### config.mk
export PLATFORM = sky130hd
export DESIGN_NAME = spi_flash_fe
export DESIGN_NICKNAME = d
export VERILOG_FILES = /design/src/rtl/spi_fe_pkg.sv /design/src/rtl/spi_fe_pins.sv /design/src/rtl/spi_fe_idgen.sv /design/src/rtl/spi_fe_seq.sv /design/src/rtl/spi_flash_fe.sv
export SDC_FILE = /design/constraint.sdc
export NUM_CORES = 1
export LEC_CHECK = 0
export BUFFER_PORTS_ARGS = -buffer_cell sky130_fd_sc_hd__buf_4
export CAP_MARGIN = 0
export CORE_MARGIN = 10
export CORE_UTILIZATION = 46
export DETAILED_ROUTE_END_ITERATION = 7
export HOLD_SLACK_MARGIN = 0.15
export PLACE_DENSITY = 0.73
export SETUP_SLACK_MARGIN = 0.05
export SYNTH_ARGS = -nofsm -noshare
export SYNTH_HDL_FRONTEND = slang
export SYNTH_SLANG_ARGS = --single-unit
### constraint.sdc
create_clock -name clk -period 2.5 [get_ports clk]
set_clock_uncertainty 0.2 [all_clocks]
set_input_delay 0.25 -clock clk [delete_from_list [all_inputs] [get_ports clk]]
set_output_delay 0.25 -clock clk [all_outputs]
set_load 0.005 [all_outputs]
### src/rtl/spi_fe_pkg.sv
package spi_fe_pkg;
  typedef enum logic [2:0] {PH_CMD, PH_ADDR, PH_DUMMY, PH_DATA, PH_SKIP} phase_t;
  typedef enum logic [1:0] {SRC_ARRAY, SRC_JEDEC, SRC_MFDEV} src_t;
  localparam logic [7:0] OP_READ  = 8'h03;
  localparam logic [7:0] OP_FAST  = 8'h0B;
  localparam logic [7:0] OP_DUAL  = 8'h3B;
  localparam logic [7:0] OP_JEDEC = 8'h9F;
  localparam logic [7:0] OP_MFDEV = 8'h90;
  localparam logic [7:0] ID_MFR   = 8'h9D;
  localparam logic [7:0] ID_BANK  = 8'h7F;
  localparam int unsigned ADDR_FIELD = 24;
endpackage

### src/rtl/spi_fe_pins.sv
module spi_fe_pins (
  input  logic clk,
  input  logic rst_n,
  input  logic cs_n,
  input  logic sck,
  input  logic hold_n,
  output logic rise,
  output logic fall,
  output logic held
);
  logic sck_q;
  logic active;

  always_ff @(posedge clk) begin
    if (!rst_n) begin
      sck_q <= 1'b0;
      held  <= 1'b0;
    end else begin
      sck_q <= sck;
      if (cs_n)
        held <= 1'b0;
      else if (!sck)
        held <= !hold_n;
    end
  end

  assign active = !cs_n && !held;
  assign rise   = active && sck && !sck_q;
  assign fall   = active && !sck && sck_q;
endmodule

### src/rtl/spi_fe_idgen.sv
module spi_fe_idgen
  import spi_fe_pkg::*;
#(
  parameter logic [7:0] DEV_ID = 8'h13
) (
  input  src_t       src,
  input  logic       a0,
  input  logic [1:0] idx,
  output logic [7:0] id_byte
);
  always_comb begin
    id_byte = ID_BANK;
    if (src == SRC_JEDEC) begin
      case (idx)
        2'd0:    id_byte = ID_BANK;
        2'd1:    id_byte = ID_MFR;
        default: id_byte = DEV_ID;
      endcase
    end else begin
      case (idx)
        2'd0:    id_byte = a0 ? DEV_ID : ID_MFR;
        2'd1:    id_byte = a0 ? ID_MFR : DEV_ID;
        default: id_byte = ID_BANK;
      endcase
    end
  end
endmodule

### src/rtl/spi_fe_seq.sv
module spi_fe_seq
  import spi_fe_pkg::*;
#(
  parameter int unsigned ADDR_W = 19
) (
  input  logic              clk,
  input  logic              rst_n,
  input  logic              cs_n,
  input  logic              rise,
  input  logic              fall,
  input  logic              si,
  input  logic [7:0]        cur,
  output src_t              src,
  output logic              dual,
  output logic              a0,
  output logic [1:0]        idx,
  output logic [ADDR_W-1:0] rd_addr,
  output logic              so_r,
  output logic              sio_r,
  output logic              drv
);
  localparam int unsigned CNT_W = $clog2(ADDR_FIELD);

  phase_t                  phase;
  logic [6:0]              shreg;
  logic [CNT_W-1:0]        cnt;
  logic [7:0]              op;
  logic [ADDR_FIELD-1:0]   addr;
  logic [2:0]              obit;
  logic [7:0]              cmd_byte;
  logic                    last_bit;

  assign cmd_byte = {shreg, si};
  assign dual     = (op == OP_DUAL);
  assign src      = (op == OP_JEDEC) ? SRC_JEDEC : (op == OP_MFDEV) ? SRC_MFDEV : SRC_ARRAY;
  assign a0       = addr[0];
  assign rd_addr  = addr[ADDR_W-1:0];
  assign last_bit = dual ? (obit == 3'd6) : (obit == 3'd7);

  always_ff @(posedge clk) begin
    if (!rst_n) begin
      phase <= PH_CMD;
      shreg <= '0;
      cnt   <= '0;
      op    <= '0;
      addr  <= '0;
      obit  <= '0;
      idx   <= '0;
      so_r  <= 1'b0;
      sio_r <= 1'b0;
      drv   <= 1'b0;
    end else if (cs_n) begin
      phase <= PH_CMD;
      cnt   <= '0;
      obit  <= '0;
      idx   <= '0;
      so_r  <= 1'b0;
      sio_r <= 1'b0;
      drv   <= 1'b0;
    end else if (rise) begin
      unique case (phase)
        PH_CMD: begin
          shreg <= cmd_byte[6:0];
          if (cnt == CNT_W'(7)) begin
            cnt <= '0;
            op  <= cmd_byte;
            case (cmd_byte)
              OP_READ, OP_FAST, OP_DUAL, OP_MFDEV: phase <= PH_ADDR;
              OP_JEDEC:                            phase <= PH_DATA;
              default:                             phase <= PH_SKIP;
            endcase
          end else begin
            cnt <= cnt + 1'b1;
          end
        end
        PH_ADDR: begin
          addr <= {addr[ADDR_FIELD-2:0], si};
          if (cnt == CNT_W'(ADDR_FIELD - 1)) begin
            cnt   <= '0;
            phase <= (op == OP_READ || op == OP_MFDEV) ? PH_DATA : PH_DUMMY;
          end else begin
            cnt <= cnt + 1'b1;
          end
        end
        PH_DUMMY: begin
          if (cnt == CNT_W'(7)) begin
            cnt   <= '0;
            phase <= PH_DATA;
          end else begin
            cnt <= cnt + 1'b1;
          end
        end
        default: ;
      endcase
    end else if (fall && phase == PH_DATA) begin
      drv   <= 1'b1;
      so_r  <= cur[3'd7 - obit];
      sio_r <= dual ? cur[3'd6 - obit] : 1'b0;
      obit  <= obit + (dual ? 3'd2 : 3'd1);
      if (last_bit) begin
        if (src == SRC_ARRAY)
          addr <= addr + 1'b1;
        idx <= (idx == 2'd2) ? 2'd0 : idx + 1'b1;
      end
    end
  end
endmodule

### src/rtl/spi_flash_fe.sv
module spi_flash_fe
  import spi_fe_pkg::*;
#(
  parameter int unsigned ADDR_W = 19,
  parameter logic [7:0]  DEV_ID = 8'h13
) (
  input  logic              clk,
  input  logic              rst_n,
  input  logic              cs_n,
  input  logic              sck,
  input  logic              si,
  input  logic              hold_n,
  input  logic [7:0]        mem_rdata,
  output logic [ADDR_W-1:0] mem_addr,
  output logic              so,
  output logic              so_oe,
  output logic              sio,
  output logic              sio_oe
);
  logic       rise, fall, held;
  src_t       src;
  logic       dual, a0, drv, so_r, sio_r;
  logic [1:0] idx;
  logic [7:0] id_byte, cur;

  spi_fe_pins u_pins (
    .clk(clk), .rst_n(rst_n), .cs_n(cs_n), .sck(sck), .hold_n(hold_n),
    .rise(rise), .fall(fall), .held(held)
  );

  spi_fe_idgen #(.DEV_ID(DEV_ID)) u_id (
    .src(src), .a0(a0), .idx(idx), .id_byte(id_byte)
  );

  spi_fe_seq #(.ADDR_W(ADDR_W)) u_seq (
    .clk(clk), .rst_n(rst_n), .cs_n(cs_n), .rise(rise), .fall(fall), .si(si),
    .cur(cur), .src(src), .dual(dual), .a0(a0), .idx(idx), .rd_addr(mem_addr),
    .so_r(so_r), .sio_r(sio_r), .drv(drv)
  );

  assign cur    = (src == SRC_ARRAY) ? mem_rdata : id_byte;
  assign so     = so_r;
  assign sio    = sio_r;
  assign so_oe  = drv && !cs_n && !held;
  assign sio_oe = so_oe && dual;
endmodule

# Yosys cells after proc, flatten, opt, wreduce, memory -nomap -nowiden
# Cells that the tools add are included.
# word_totals
regBits	57
latchBits	0
ramBits	0
rom_bits	0
in_bits	14
out_inout_bits	23
wordCells	109
memories	0
# classes
addsub	6
n_mul	0
div_mod_pow	0
n_lt_le_gt_ge	2
eq_ne	23
n_shift	0
mux	30
bitwise	3
n_reduce_logical	33
# ops
operator	count
$mux 24	5
$eq 8x8->1 const B	4
$mux 8	4
$pmux 8 s2	2
$add 24x1->24 const B	1
$eq 8x2->1 const B	2
$eq 8x6->1 const B	2
$mux 5	2
$pmux 5 s2	1
$reduce_and 5->1	2
$logic_and 1x1->1	9
$mux 3	3
$pmux 3 s3	1
$eq 8x4->1 const B	1
$lt 3x4->1 const B	2
$mux 2	4
$ne 2x1->1 const B	4
$reduce_bool 2->1	4
$bmux 1 s3	2
$eq 3x2->1 const B	2
$eq 3x3->1 const B	2
$pmux 3 s2	1
$reduce_and 3->1	2
$sub 3x3->3 const A	2
19 further kinds	33

# Logic depth before layout (Yosys ltp)
# Gate-level depths: netlist (run 1).
# logic_depth
ltp_word	9
ltp_mapped	10

# Hierarchy
# A second synthesis (run 1) with hierarchy kept.
# hier_totals
hier_cells	379
area_unflattened_um2	3364.5
# modules_own_cells
module	instances	cells_each	area_per_inst_um2
spi_fe_seq	1	344	3054.2
spi_flash_fe	1	11	115.1
spi_fe_idgen	1	15	105.1
spi_fe_pins	1	9	90.1

# Least setup slack after synthesis (run 1)
# No wires, ideal clock.
# synth_path
kind	reg2reg
start	register u_seq.obit[0]
end	register u_seq.addr[5]
arrival_ns	1.971
required_time_ns	2.174
setup_slack_ns	0.203
path_stages_with_launch	10
period_less_slack_ns	2.297
cell_sequence	dfxtp_1 > inv_1 > ha_1 > inv_1 > or3_1 > a211oi_4 > a21oi_1 > buf_2 > o211ai_1 > o21ai_0
# synth_via
elab_chain_cells	4
# synth_lines
item	line_no	source
start: declaration	spi_fe_seq.sv:29	logic [2:0] obit;
start signal: assignment	spi_fe_seq.sv:99	obit <= obit + (dual ? 3'd2 : 3'd1);
$eq 3x3->1	spi_fe_seq.sv:38	assign last_bit = dual ? (obit == 3'd6) : (obit == 3'd7);
$mux 1 *	spi_fe_seq.sv:38	
$reduce_bool 2->1 (no source line) *	n/a	
$reduce_and 5->1 (no source line) *	n/a	
end signal: assignment	spi_fe_seq.sv:77	addr <= {addr[ADDR_FIELD-2:0], si};
end signal: assignment	spi_fe_seq.sv:102	addr <= addr + 1'b1;
end: declaration	spi_fe_seq.sv:28	logic [ADDR_FIELD-1:0] addr;
# Mark *: on every way between the ends. The rest lies on a longest branch, timed or not.
# A chain may end at the register's enable or synchronous reset.

# Worst setup path after layout (run 1)
# layout_path
start	register u_seq.obit[0]
end	register u_seq.addr[18]
# Same word-level chain as after synthesis.

==> out/qor.json, run 1 <==
{
  "p_per_area": {"value": 411.5, "unit": "mW/mm2"},
  "timing.slew.headroom": {"value": 0.5962},
  "critPathMaxStageDelay": {"value": 400, "unit": "ps"},
  "post_layout_worst_setup_margin": {"value": 200.8, "unit": "ps"},
  "grt_pass1_wl": {"value": 13.16, "unit": "mm"},
  "worst-endpoint-arrival": {"value": 2320, "unit": "ps"},
  "seq_area_frac_synth": {"value": 0.3360},
  "fp.dieH": {"value": 102.1, "unit": "um"},
  "post-route-period-util": {"value": 0.9197},
  "final_nets": {"value": 454},
  "synthDominantAreaCellType": {"value": "sky130_fd_sc_hd__dfxtp_1"},
  "setup_viol": {"value": 0},
  "clk_transition_reported_paths": {"value": 100, "unit": "ps"},
  "via_per_inst": {"value": 5.816},
  "cts.root.buffer_cell": {"value": "sky130_fd_sc_hd__clkbuf_8"},
  "synth_to_final_area_change": {"value": 20.52, "unit": "%"},
  "netlist-cell-type-count": {"value": 59},
  "worst-path-buf-inv": {"value": 4},
  "initial_core_utilization": {"value": 0.4797},
  "fin_crit": {"value": 2299, "unit": "ps"},
  "die_w": {"value": 102.1, "unit": "um"},
  "avgRoutedWirePerCell": {"value": 14.82, "unit": "um"},
  "max_cap_viol_count": {"value": 0},
  "synth-async-reset-ratio": {"value": 0},
  "run_status": {"value": "completed"},
  "postSynthAreaPerCell": {"value": 8.068, "unit": "um2"},
  "final-max-slew-violation-count": {"value": 0},
  "finalWeightedCongestion": {"value": 0.8651},
  "worstPathCellList": {"value": "inv_1, ha_1, inv_1, or3_4, a211oi_4, buf_6, a21o_4, buf_4, a31oi_1, a311oi_1"},
  "rsz0062_at_grt": {"value": "false"},
  "synth.top_cells.by_area": {"value": "sky130_fd_sc_hd__dfxtp_1 34%, sky130_fd_sc_hd__nor2_1 6.5%, sky130_fd_sc_hd__mux2i_1 6.5%"},
  "synth_edf_count": {"value": 0},
  "worst_hold_path_type": {"value": "in2reg"},
  "h-tree-depth": {"value": 2},
  "worst-path-max-fanout": {"value": 9},
  "io_buffer_count": {"value": 36},
  "power.static_leakage": {"value": 0.001401, "unit": "uW"},
  "placement.setup.worst_slack": {"value": 10.88, "unit": "ps"},
  "ys_ff_latch": {"value": 52},
  "synth_warnings": {"value": 0},
  "core.rowCount": {"value": 29},
  "layout.cells.most_common_list": {"value": "61 x sky130_fd_sc_hd__buf_4, 53 x sky130_fd_sc_hd__nor2_1, 49 x sky130_fd_sc_hd__dfxtp_1, 37 x sky130_fd_sc_hd__nand2_1, 31 x sky130_fd_sc_hd__o21ai_0"},
  "detailedRoute.firstPassIterationCount": {"value": 4},
  "setup_total_neg_slack": {"value": 0, "unit": "ps"},
  "numCtsBuffers": {"value": 5},
  "finalHoldViolCount": {"value": 0},
  "via_count_of_the_first_global_routing_pass": {"value": 2824},
  "cts_tree": {"value": "done"},
  "timing.critical_path.required": {"value": 2520, "unit": "ps"},
  "num_io_pins": {"value": 37},
  "antennaDiodeCount": {"value": 0},
  "drt_first_iter_violations": {"value": 183},
  "mappedNetlistArea": {"value": 0.003098, "unit": "mm2"},
  "grt_antenna_before_repair": {"value": 0},
  "max_freq": {"value": 0.4349, "unit": "GHz"},
  "setup.worst_path.end_class": {"value": "register"},
  "worst-setup-path-type": {"value": "reg2reg"},
  "vdd.ir_drop.worst": {"value": 0.0002053, "unit": "V"},
  "dieArea": {"value": 0.01042, "unit": "mm2"},
  "syn_nets": {"value": 405},
  "cts_sink_count": {"value": 52},
  "postSynth.topFlopCell": {"value": "sky130_fd_sc_hd__dfxtp_1"},
  "route.detailed.drc": {"value": 0},
  "clockBufferDepth": {"value": 2},
  "post_route_cells_drive_above_1_share": {"value": 0.2005},
  "postRouteWirelength": {"value": 7.574, "unit": "mm"},
  "tightest_slew": {"value": 605.7, "unit": "ps"},
  "worst_setup_path_start_kind": {"value": "register"},
  "critical_path.most_common_cell": {"value": "sky130_fd_sc_hd__inv_1"},
  "num_vias": {"value": 2972},
  "mostFrequentLayoutCell": {"value": "sky130_fd_sc_hd__buf_4"},
  "post-synth-top-area-fraction": {"value": 0.3360},
  "grt.total_usage": {"value": 0.1486},
  "cp_top_family": {"value": "compound AO/OA/AOI/OAI gates"},
  "grt_start_max_net_pins": {"value": 30},
  "dp_hpwl": {"value": 5.568, "unit": "mm"},
  "clk_latency": {"value": 300, "unit": "ps"},
  "syn_inst": {"value": 384},
  "core": {"value": 0.006459, "unit": "mm2"},
  "gr-total-overflow": {"value": 0},
  "critPathSlowestCell": {"value": "sky130_fd_sc_hd__or3_4"},
  "final_antenna_net_count": {"value": 0}
}
## report_power, final
part | internal [uW] | switching, uW
logic | 46.7 | 58.4
registers | 831 | 3.86
clock network | 302 | 294
total | 1180 | 357
## metrics by stage
step / utilization / instances / total power, uW / hold WS, ps / instance area, um2
finish: 0.5781 / 511 / 1536 / 222.4 / 3734
global route: 0.5781 / 511 / 1600 / 256.2 / 3734
CTS: 0.5734 / 509 / 1551 / 215.8 / 3704
detailed placement: 0.5461 / 496 / 950.8 / 257.5 / 3527
global placement: 0.5461 / 496 / 949.4 / 248.3 / 3527
floorplan: - / 384 / 911.1 / 171.7 / 3098
## state kept, by name (all words and copies together), names as in the netlist, 2 cells and up
register     count
u_seq.op         8
u_seq.shreg      7
u_seq.idx        2
u_seq.cnt        5
u_seq.obit       3
u_seq.addr      19
u_seq.phase      3
## final timing paths
check                           cells past startpoint  slack (ps)                          end                        from
worst min-delay path                                3         220  u_seq.addr[18]$_SDFFE_PN0P_                        cs_n
worst max-delay path                               10         200  u_seq.addr[18]$_SDFFE_PN0P_  u_seq.obit[0]$_SDFFE_PP0P_
worst max register to register                     10         200  u_seq.addr[18]$_SDFFE_PN0P_  u_seq.obit[0]$_SDFFE_PP0P_
worst min register to register                      2         280       u_seq.drv$_SDFFE_PP0P_      u_seq.drv$_SDFFE_PP0P_
## repair_timing
item | CTS | global route
hold buffers | 5 | 0
setup buffers | 0 | 2
gates resized for setup | 2 | 6
pin swaps | 0 | 2
endpoints found under the setup margin | 13 | 3
hold endpoints to repair | 12 | 0
## area by class of cell
type | count | area (um2)
Clock buffer | 5 | 68.82
Clock inverter | 3 | 46.29
Fill cell | 605 | 2725
Inverter | 7 | 26.28
Multi-Input combinational cell | 300 | 1932
Sequential cell | 52 | 1045
Tap cell | 77 | 96.34
Timing Repair Buffer | 67 | 519.2
## routing by layer
layer | track usage | vias to the layer above | routed length [um] | part of all wire
li1 | - | 1502 | - | -
met1 | 0.1950 | 1417 | 3575 | 0.47
met2 | 0.2464 | 49 | 3639 | 0.48
met3 | 0.02699 | 4 | 306 | 0.040
met4 | 0.03579 | 0 | 54 | 0.0071
met5 | 0 | - | 0 | 0
## synthesized netlist by cell type, drive strengths merged, types with 3 or more instances
cell type and count:
and3 4, o211ai 3, nand3 13, inv 7
mux2i 20, nor2 54, a211oi 5, ha 6
a31oi 9, nand4 6, o22ai 4, a2111oi 3
xor2 4, nand4bb 3, a22oi 5, or3 3
dfxtp 52, clkbuf 16, nor2b 4, xnor2 4
and2 3, a21oi 26, nand3b 3, buf 9
nor3 6, nor4 3, o21a 4, a22o 6
nand2 37, o21ai 31, o31ai 3
## tightest hold or removal path, stage by stage
cell and delay (ps):
sky130_fd_sc_hd__buf_4 150, sky130_fd_sc_hd__o31ai_1 240, sky130_fd_sc_hd__a311oi_1 50
## logic make-up after synthesis
| logic type | after synthesis | share of synthesized area |
|---|---|---|
| AOI/OAI and AO/OA | 111 | 0.2347 |
| xor gates and xnor gates | 8 | 0.02261 |
| adders and majority gates | 7 | 0.03069 |
| buffers and inverters | 32 | 0.04927 |
| DFF | 52 | 0.3360 |
| muxes | 21 | 0.07189 |
| and+or+nand+nor | 153 | 0.2548 |
Power figures use the tool's default switching activity.
==> inputs of run 2 (changes only) <==
REMOVE_ABC_BUFFERS = 1   (was not set)
==> run 2 against run 1 <==
Sequential power barely moved. Worst setup slack got worse by 36 ps. Critical path depth did not move. Flip-flop and latch count did not move. First-iteration DRC count fell by 1.6%. Critical path type unchanged. Highest routed layer unchanged.
==> out/qor.json, run 2 (synthesis results as in run 1) <==
{
  "worst-endpoint-arrival": {"value": 2360, "unit": "ps"},
  "finalWeightedCongestion": {"value": 0.8207},
  "grt_antenna_before_repair": {"value": 0},
  "postRouteWirelength": {"value": 7.893, "unit": "mm"},
  "cts.root.buffer_cell": {"value": "sky130_fd_sc_hd__clkbuf_8"},
  "dr.max_layer_used": {"value": "met4"},
  "largest_reg_flops": {"value": 19},
  "numCtsBuffers": {"value": 5},
  "final_nets": {"value": 455},
  "dieArea": {"value": 0.01042, "unit": "mm2"},
  "gr-total-overflow": {"value": 0},
  "m1WireLength": {"value": 3.598, "unit": "mm"},
  "registers.top_by_ff_count": {"value": "u_seq.addr"},
  "max_cap_viol_count": {"value": 0},
  "setup.worst_path.end_class": {"value": "register"},
  "finalHoldViolCount": {"value": 0},
  "top_regs": {"value": "u_seq.addr (19), u_seq.op (8), u_seq.shreg (7)"},
  "regToRegStartpoint": {"value": "u_seq.obit[0]$_SDFFE_PP0P_"},
  "met2_wirelength": {"value": 3.757, "unit": "mm"},
  "via_count_of_the_first_global_routing_pass": {"value": 2852},
  "fin_crit": {"value": 2335, "unit": "ps"},
  "grt_pass1_wl": {"value": 13.72, "unit": "mm"},
  "timing.slew.headroom": {"value": 0.5726},
  "hold_slack": {"value": 199.8, "unit": "ps"},
  "worst_setup_path_start_kind": {"value": "register"},
  "detailedRoute.firstPassIterationCount": {"value": 5},
  "finalInstanceArea": {"value": 0.003746, "unit": "mm2"},
  "register_area": {"value": 0.001042, "unit": "mm2"},
  "dp_hpwl": {"value": 5.709, "unit": "mm"},
  "worst-setup-path-type": {"value": "reg2reg"},
  "layout.cells.most_common_list": {"value": "61 x sky130_fd_sc_hd__buf_4, 54 x sky130_fd_sc_hd__nor2_1, 51 x sky130_fd_sc_hd__dfxtp_1, 37 x sky130_fd_sc_hd__nand2_1, 31 x sky130_fd_sc_hd__o21ai_0"},
  "cts_tree": {"value": "done"},
  "antennaDiodeCount": {"value": 0},
  "avgRoutedWirePerCell": {"value": 15.42, "unit": "um"},
  "rsz0062_at_grt": {"value": "false"},
  "run_status": {"value": "completed"},
  "r2r_cells": {"value": 10},
  "post-route-period-util": {"value": 0.9339},
  "r2r-end": {"value": "u_seq.addr[1]$_SDFFE_PN0P_"},
  "num_vias": {"value": 3005},
  "worst-path-max-fanout": {"value": 7},
  "tightest_slew": {"value": 641.0, "unit": "ps"},
  "cts_sink_count": {"value": 52},
  "critPathCapture": {"value": "u_seq.addr[1]$_SDFFE_PN0P_"},
  "via_per_inst": {"value": 5.869},
  "placement.cell_area": {"value": 0.003535, "unit": "mm2"},
  "route.detailed.drc": {"value": 0},
  "worst_hold_path_type": {"value": "in2reg"},
  "num-fill-cells": {"value": 581},
  "clk_latency": {"value": 310, "unit": "ps"},
  "setup_viol": {"value": 0},
  "final_antenna_net_count": {"value": 0},
  "io_buffer_count": {"value": 36},
  "post_route_cells_drive_above_1_share": {"value": 0.1954},
  "h-tree-depth": {"value": 2},
  "max_freq": {"value": 0.4283, "unit": "GHz"},
  "drt_first_iter_violations": {"value": 180},
  "grt.total_usage": {"value": 0.1582},
  "timing.critical_path.required": {"value": 2520, "unit": "ps"},
  "synth_to_final_area_change": {"value": 20.92, "unit": "%"},
  "core.rowCount": {"value": 29},
  "p_per_area": {"value": 410.4, "unit": "mW/mm2"},
  "total_area_of_multi_input_combinational_cells": {"value": 0.001939, "unit": "mm2"},
  "met3_length": {"value": 462, "unit": "um"},
  "vdd.ir_drop.worst": {"value": 0.0002342, "unit": "V"},
  "die_w": {"value": 102.1, "unit": "um"},
  "num_io_pins": {"value": 37},
  "core": {"value": 0.006459, "unit": "mm2"},
  "clockBufferDepth": {"value": 2},
  "initial_core_utilization": {"value": 0.4797},
  "power.static_leakage": {"value": 0.001403, "unit": "uW"},
  "clk_transition_reported_paths": {"value": 100, "unit": "ps"},
  "final-max-slew-violation-count": {"value": 0},
  "mostFrequentLayoutCell": {"value": "sky130_fd_sc_hd__buf_4"},
  "reg2reg_setup_slack": {"value": 170, "unit": "ps"},
  "grt_start_max_net_pins": {"value": 30},
  "startpoint": {"value": "u_seq.obit[0]$_SDFFE_PP0P_"},
  "fp.dieH": {"value": 102.1, "unit": "um"}
}
run 2: report_power, final:
group	internal [uW]	switching, uW
registers	831	4.70
logic	47.3	58.3
clock network	297	300
total	1170	363
run 2: through the flow:
step	power (uW)	utilization	setup WS, ps	setup TNS (ps)	instances
finish	1538	0.5800	165.2	0	512
global route	1590	0.5800	55.97	0	512
CTS	1540	0.5728	44.74	0	510
detailed placement	951.3	0.5473	-102.9	-823.7	497
global placement	950.3	0.5473	30.07	0	497
floorplan	903.1	-	-270.4	-3617	359
run 2: worst min-delay path by stage:
stage | startpoint | depth (start not counted) | end
2_1_floorplan | rst_n | 1 | u_seq.addr[9]$_SDFFE_PN0P_
3_3_place_gp | u_seq.drv$_SDFFE_PP0P_ | 2 | u_seq.drv$_SDFFE_PP0P_
3_5_place_dp | u_seq.drv$_SDFFE_PP0P_ | 2 | u_seq.drv$_SDFFE_PP0P_
4_1_cts | cs_n | 3 | u_seq.addr[18]$_SDFFE_PN0P_
5_1_grt | cs_n | 3 | u_seq.addr[18]$_SDFFE_PN0P_
6_report | cs_n | 3 | u_seq.addr[18]$_SDFFE_PN0P_
run 2: critical path: stages (launching register included):
cell and delay (ps):
sky130_fd_sc_hd__dfxtp_1 340, sky130_fd_sc_hd__inv_1 80, sky130_fd_sc_hd__ha_1 140, sky130_fd_sc_hd__inv_1 50
sky130_fd_sc_hd__or3_1 420, sky130_fd_sc_hd__a211oi_4 330, sky130_fd_sc_hd__buf_6 150, sky130_fd_sc_hd__a21o_4 110
sky130_fd_sc_hd__buf_4 150, sky130_fd_sc_hd__nor2_1 50, sky130_fd_sc_hd__a311oi_1 240
run 2: final cells by class:
class,count,share of cell area
clock buffer,5,0.01837
clock inverter,3,0.01136
inverter,7,0.007014
multi-input combinational,300,0.5177
sequential,52,0.2782
tap,77,0.02572
timing repair buffer,68,0.1416
run 2: what timing repair did:
action                                 CTS  global route
endpoints found under the hold margin   12             0
hold buffers                             5             0
resized for setup                        1             6
setup endpoints to repair               14            14
buffers inserted                         0             2
pin swaps                                0             1
run 2: routing by layer:
metal  global-route usage  vias up
met5                    0        -
met4              0.04338        0
li1                     -     1501
met1               0.2080     1404
met2               0.2563       92
met3              0.03306        8
==> inputs of run 3 (changes only) <==
CELL_PAD_IN_SITES_DETAIL_PLACEMENT = 1   (was not set)
CELL_PAD_IN_SITES_GLOBAL_PLACEMENT = 1   (was not set)
CORE_UTILIZATION = 39   (was 46)
MAX_ROUTING_LAYER = met4   (was not set)
PLACE_DENSITY = 0.81   (was 0.73)
==> run 3 against run 2 <==
Fmax is essentially flat. Register-to-register slack hardly changed. Final area is 1.9% higher. Power down 5.4%. Clock-buffer cell count increased by 3. Combinational power up 6%. Worst hold slack improved by 50 ps. Utilization fell by 8.6 points. Critical endpoint is now u_seq.addr[5]$_SDFFE_PN0P_.
==> out/qor.json, run 3 (synthesis results as in run 1) <==
{
  "num-fill-cells": {"value": 944},
  "max_cap_viol_count": {"value": 0},
  "initial_core_utilization": {"value": 0.4009},
  "dp_hpwl": {"value": 7.051, "unit": "mm"},
  "vdd.ir_drop.worst": {"value": 0.0002223, "unit": "V"},
  "largest_reg_flops": {"value": 19},
  "clk_latency": {"value": 310, "unit": "ps"},
  "core": {"value": 0.007727, "unit": "mm2"},
  "numCtsBuffers": {"value": 5},
  "rsz0062_at_grt": {"value": "true"},
  "cp_top_family": {"value": "compound AO/OA/AOI/OAI gates"},
  "via_per_inst": {"value": 5.685},
  "finalWeightedCongestion": {"value": 0.8054},
  "setup_total_neg_slack": {"value": 0, "unit": "ps"},
  "max_freq": {"value": 0.4280, "unit": "GHz"},
  "finalInstanceArea": {"value": 0.003816, "unit": "mm2"},
  "setup.worst_path.end_class": {"value": "register"},
  "layout.cells.most_common_list": {"value": "67 x sky130_fd_sc_hd__buf_4, 54 x sky130_fd_sc_hd__nor2_1, 51 x sky130_fd_sc_hd__dfxtp_1, 37 x sky130_fd_sc_hd__nand2_1, 30 x sky130_fd_sc_hd__o21ai_0"},
  "die_w": {"value": 109.1, "unit": "um"},
  "critPathSlowestCell": {"value": "sky130_fd_sc_hd__or3_4"},
  "cts_tree": {"value": "done"},
  "clk_transition_reported_paths": {"value": 100, "unit": "ps"},
  "worstPathCellList": {"value": "inv_1, ha_1, inv_1, or3_4, a211oi_4, buf_6, a21o_4, buf_4, a22oi_1, o21ai_0"},
  "detailedRoute.firstPassIterationCount": {"value": 4},
  "core.rowCount": {"value": 32},
  "final-max-slew-violation-count": {"value": 0},
  "postRouteWirelength": {"value": 9.457, "unit": "mm"},
  "post-route-period-util": {"value": 0.9345},
  "top_regs": {"value": "u_seq.addr (19), u_seq.op (8), u_seq.shreg (7)"},
  "p_total": {"value": 1455, "unit": "uW"},
  "drt_first_iter_violations": {"value": 111},
  "worst-endpoint-arrival": {"value": 2370, "unit": "ps"},
  "cts_sink_count": {"value": 52},
  "critPathMaxStageDelay": {"value": 400, "unit": "ps"},
  "synth_to_final_area_change": {"value": 23.18, "unit": "%"},
  "setup_viol": {"value": 0},
  "layout.core_utilization": {"value": 0.4938},
  "worst_hold_path_type": {"value": "in2reg"},
  "post_route_cells_drive_above_1_share": {"value": 0.2045},
  "finalHoldViolCount": {"value": 0},
  "worst_setup_path_start_kind": {"value": "register"},
  "p_per_area": {"value": 381.3, "unit": "mW/mm2"},
  "clockBufferDepth": {"value": 2},
  "timing.slew.headroom": {"value": 0.6374},
  "dieArea": {"value": 0.01191, "unit": "mm2"},
  "registers.top_by_ff_count": {"value": "u_seq.addr"},
  "grt_pass1_wl": {"value": 15.79, "unit": "mm"},
  "timing.critical_path.required": {"value": 2540, "unit": "ps"},
  "power.static_leakage": {"value": 0.001422, "unit": "uW"},
  "io_buffer_count": {"value": 36},
  "critical_path.most_common_cell": {"value": "sky130_fd_sc_hd__inv_1"},
  "final_nets": {"value": 460},
  "h-tree-depth": {"value": 2},
  "gr-total-overflow": {"value": 0},
  "grt_start_max_net_pins": {"value": 30},
  "grt_antenna_before_repair": {"value": 0},
  "num_io_pins": {"value": 37},
  "worst-path-buf-inv": {"value": 4},
  "mostFrequentLayoutCell": {"value": "sky130_fd_sc_hd__buf_4"},
  "grt.total_usage": {"value": 0.1642},
  "fp.dieH": {"value": 109.1, "unit": "um"},
  "placement.cell_area": {"value": 0.003588, "unit": "mm2"},
  "run_status": {"value": "completed"},
  "route.detailed.drc": {"value": 0},
  "worst-path-max-fanout": {"value": 10},
  "fin_crit": {"value": 2336, "unit": "ps"},
  "final_antenna_net_count": {"value": 0},
  "via_count_of_the_first_global_routing_pass": {"value": 3176},
  "antennaDiodeCount": {"value": 0},
  "cts.root.buffer_cell": {"value": "sky130_fd_sc_hd__clkbuf_8"},
  "avgRoutedWirePerCell": {"value": 17.45, "unit": "um"},
  "num_vias": {"value": 3081},
  "worst-setup-path-type": {"value": "reg2reg"},
  "tightest_slew": {"value": 538.2, "unit": "ps"}
}
## run 3: through the flow
step / setup WS, ps / cells / hold WS (ps)
after CTS: 83.96 / 538 / 246.0
after floorplan: -270.4 / 359 / 167.5
after detailed placement: -258.1 / 525 / 275.5
final: 163.7 / 542 / 249.9
after global routing: -16.96 / 542 / 316.2
after global placement: -146.9 / 525 / 244.9
## run 3: final cells by class
class	count	area, um2	area share
multi-input cells	300	1966	0.5151
repair buffers	73	564.3	0.1479
flip-flops and latches	52	1042	0.2731
clock buffers	8	90.09	0.02361
inverters	7	26.28	0.006885
well taps	102	127.6	0.03344
## run 3: final timing paths
check / startpoint / end / slack (ps) / depth (start not counted)
max reg2reg: u_seq.obit[0]$_SDFFE_PP0P_ / u_seq.addr[5]$_SDFFE_PN0P_ / 160 / 10
min: mem_rdata[5] / u_seq.sio_r$_SDFFE_PP0P_ / 250 / 5
max: u_seq.obit[0]$_SDFFE_PP0P_ / u_seq.addr[5]$_SDFFE_PN0P_ / 160 / 10
min reg2reg: u_seq.drv$_SDFFE_PP0P_ / u_seq.drv$_SDFFE_PP0P_ / 280 / 2
## run 3: worst min-delay path: cells and delay by family
family | cells | cell delay, ps
compound gates | 4 | 390
buf+inv | 1 | 90
## run 3: per-layer routing
metal,track usage,vias up,wire length [um]
met2,0.2909,40,4819
met5,-,-,0
met4,0.03484,0,89
met1,0.1926,1515,4318
met3,0.02242,12,229
li1,-,1514,-
## run 3: report_power, final
| part | internal, uW | leakage, uW | switching [uW] | total (uW) |
|---|---|---|---|---|
| logic | 49.1 | 0.000957 | 62.9 | 112 |
| clock network | 227 | 0.0000455 | 281 | 508 |
| registers | 831 | 0.000420 | 4.39 | 835 |
## run 3: timing repair
action,CTS,global route
endpoints found under the hold margin,12,0
pin swaps,0,3
buffers inserted,0,4
setup endpoints to repair,18,30
hold buffers,5,0
resized for setup,3,8
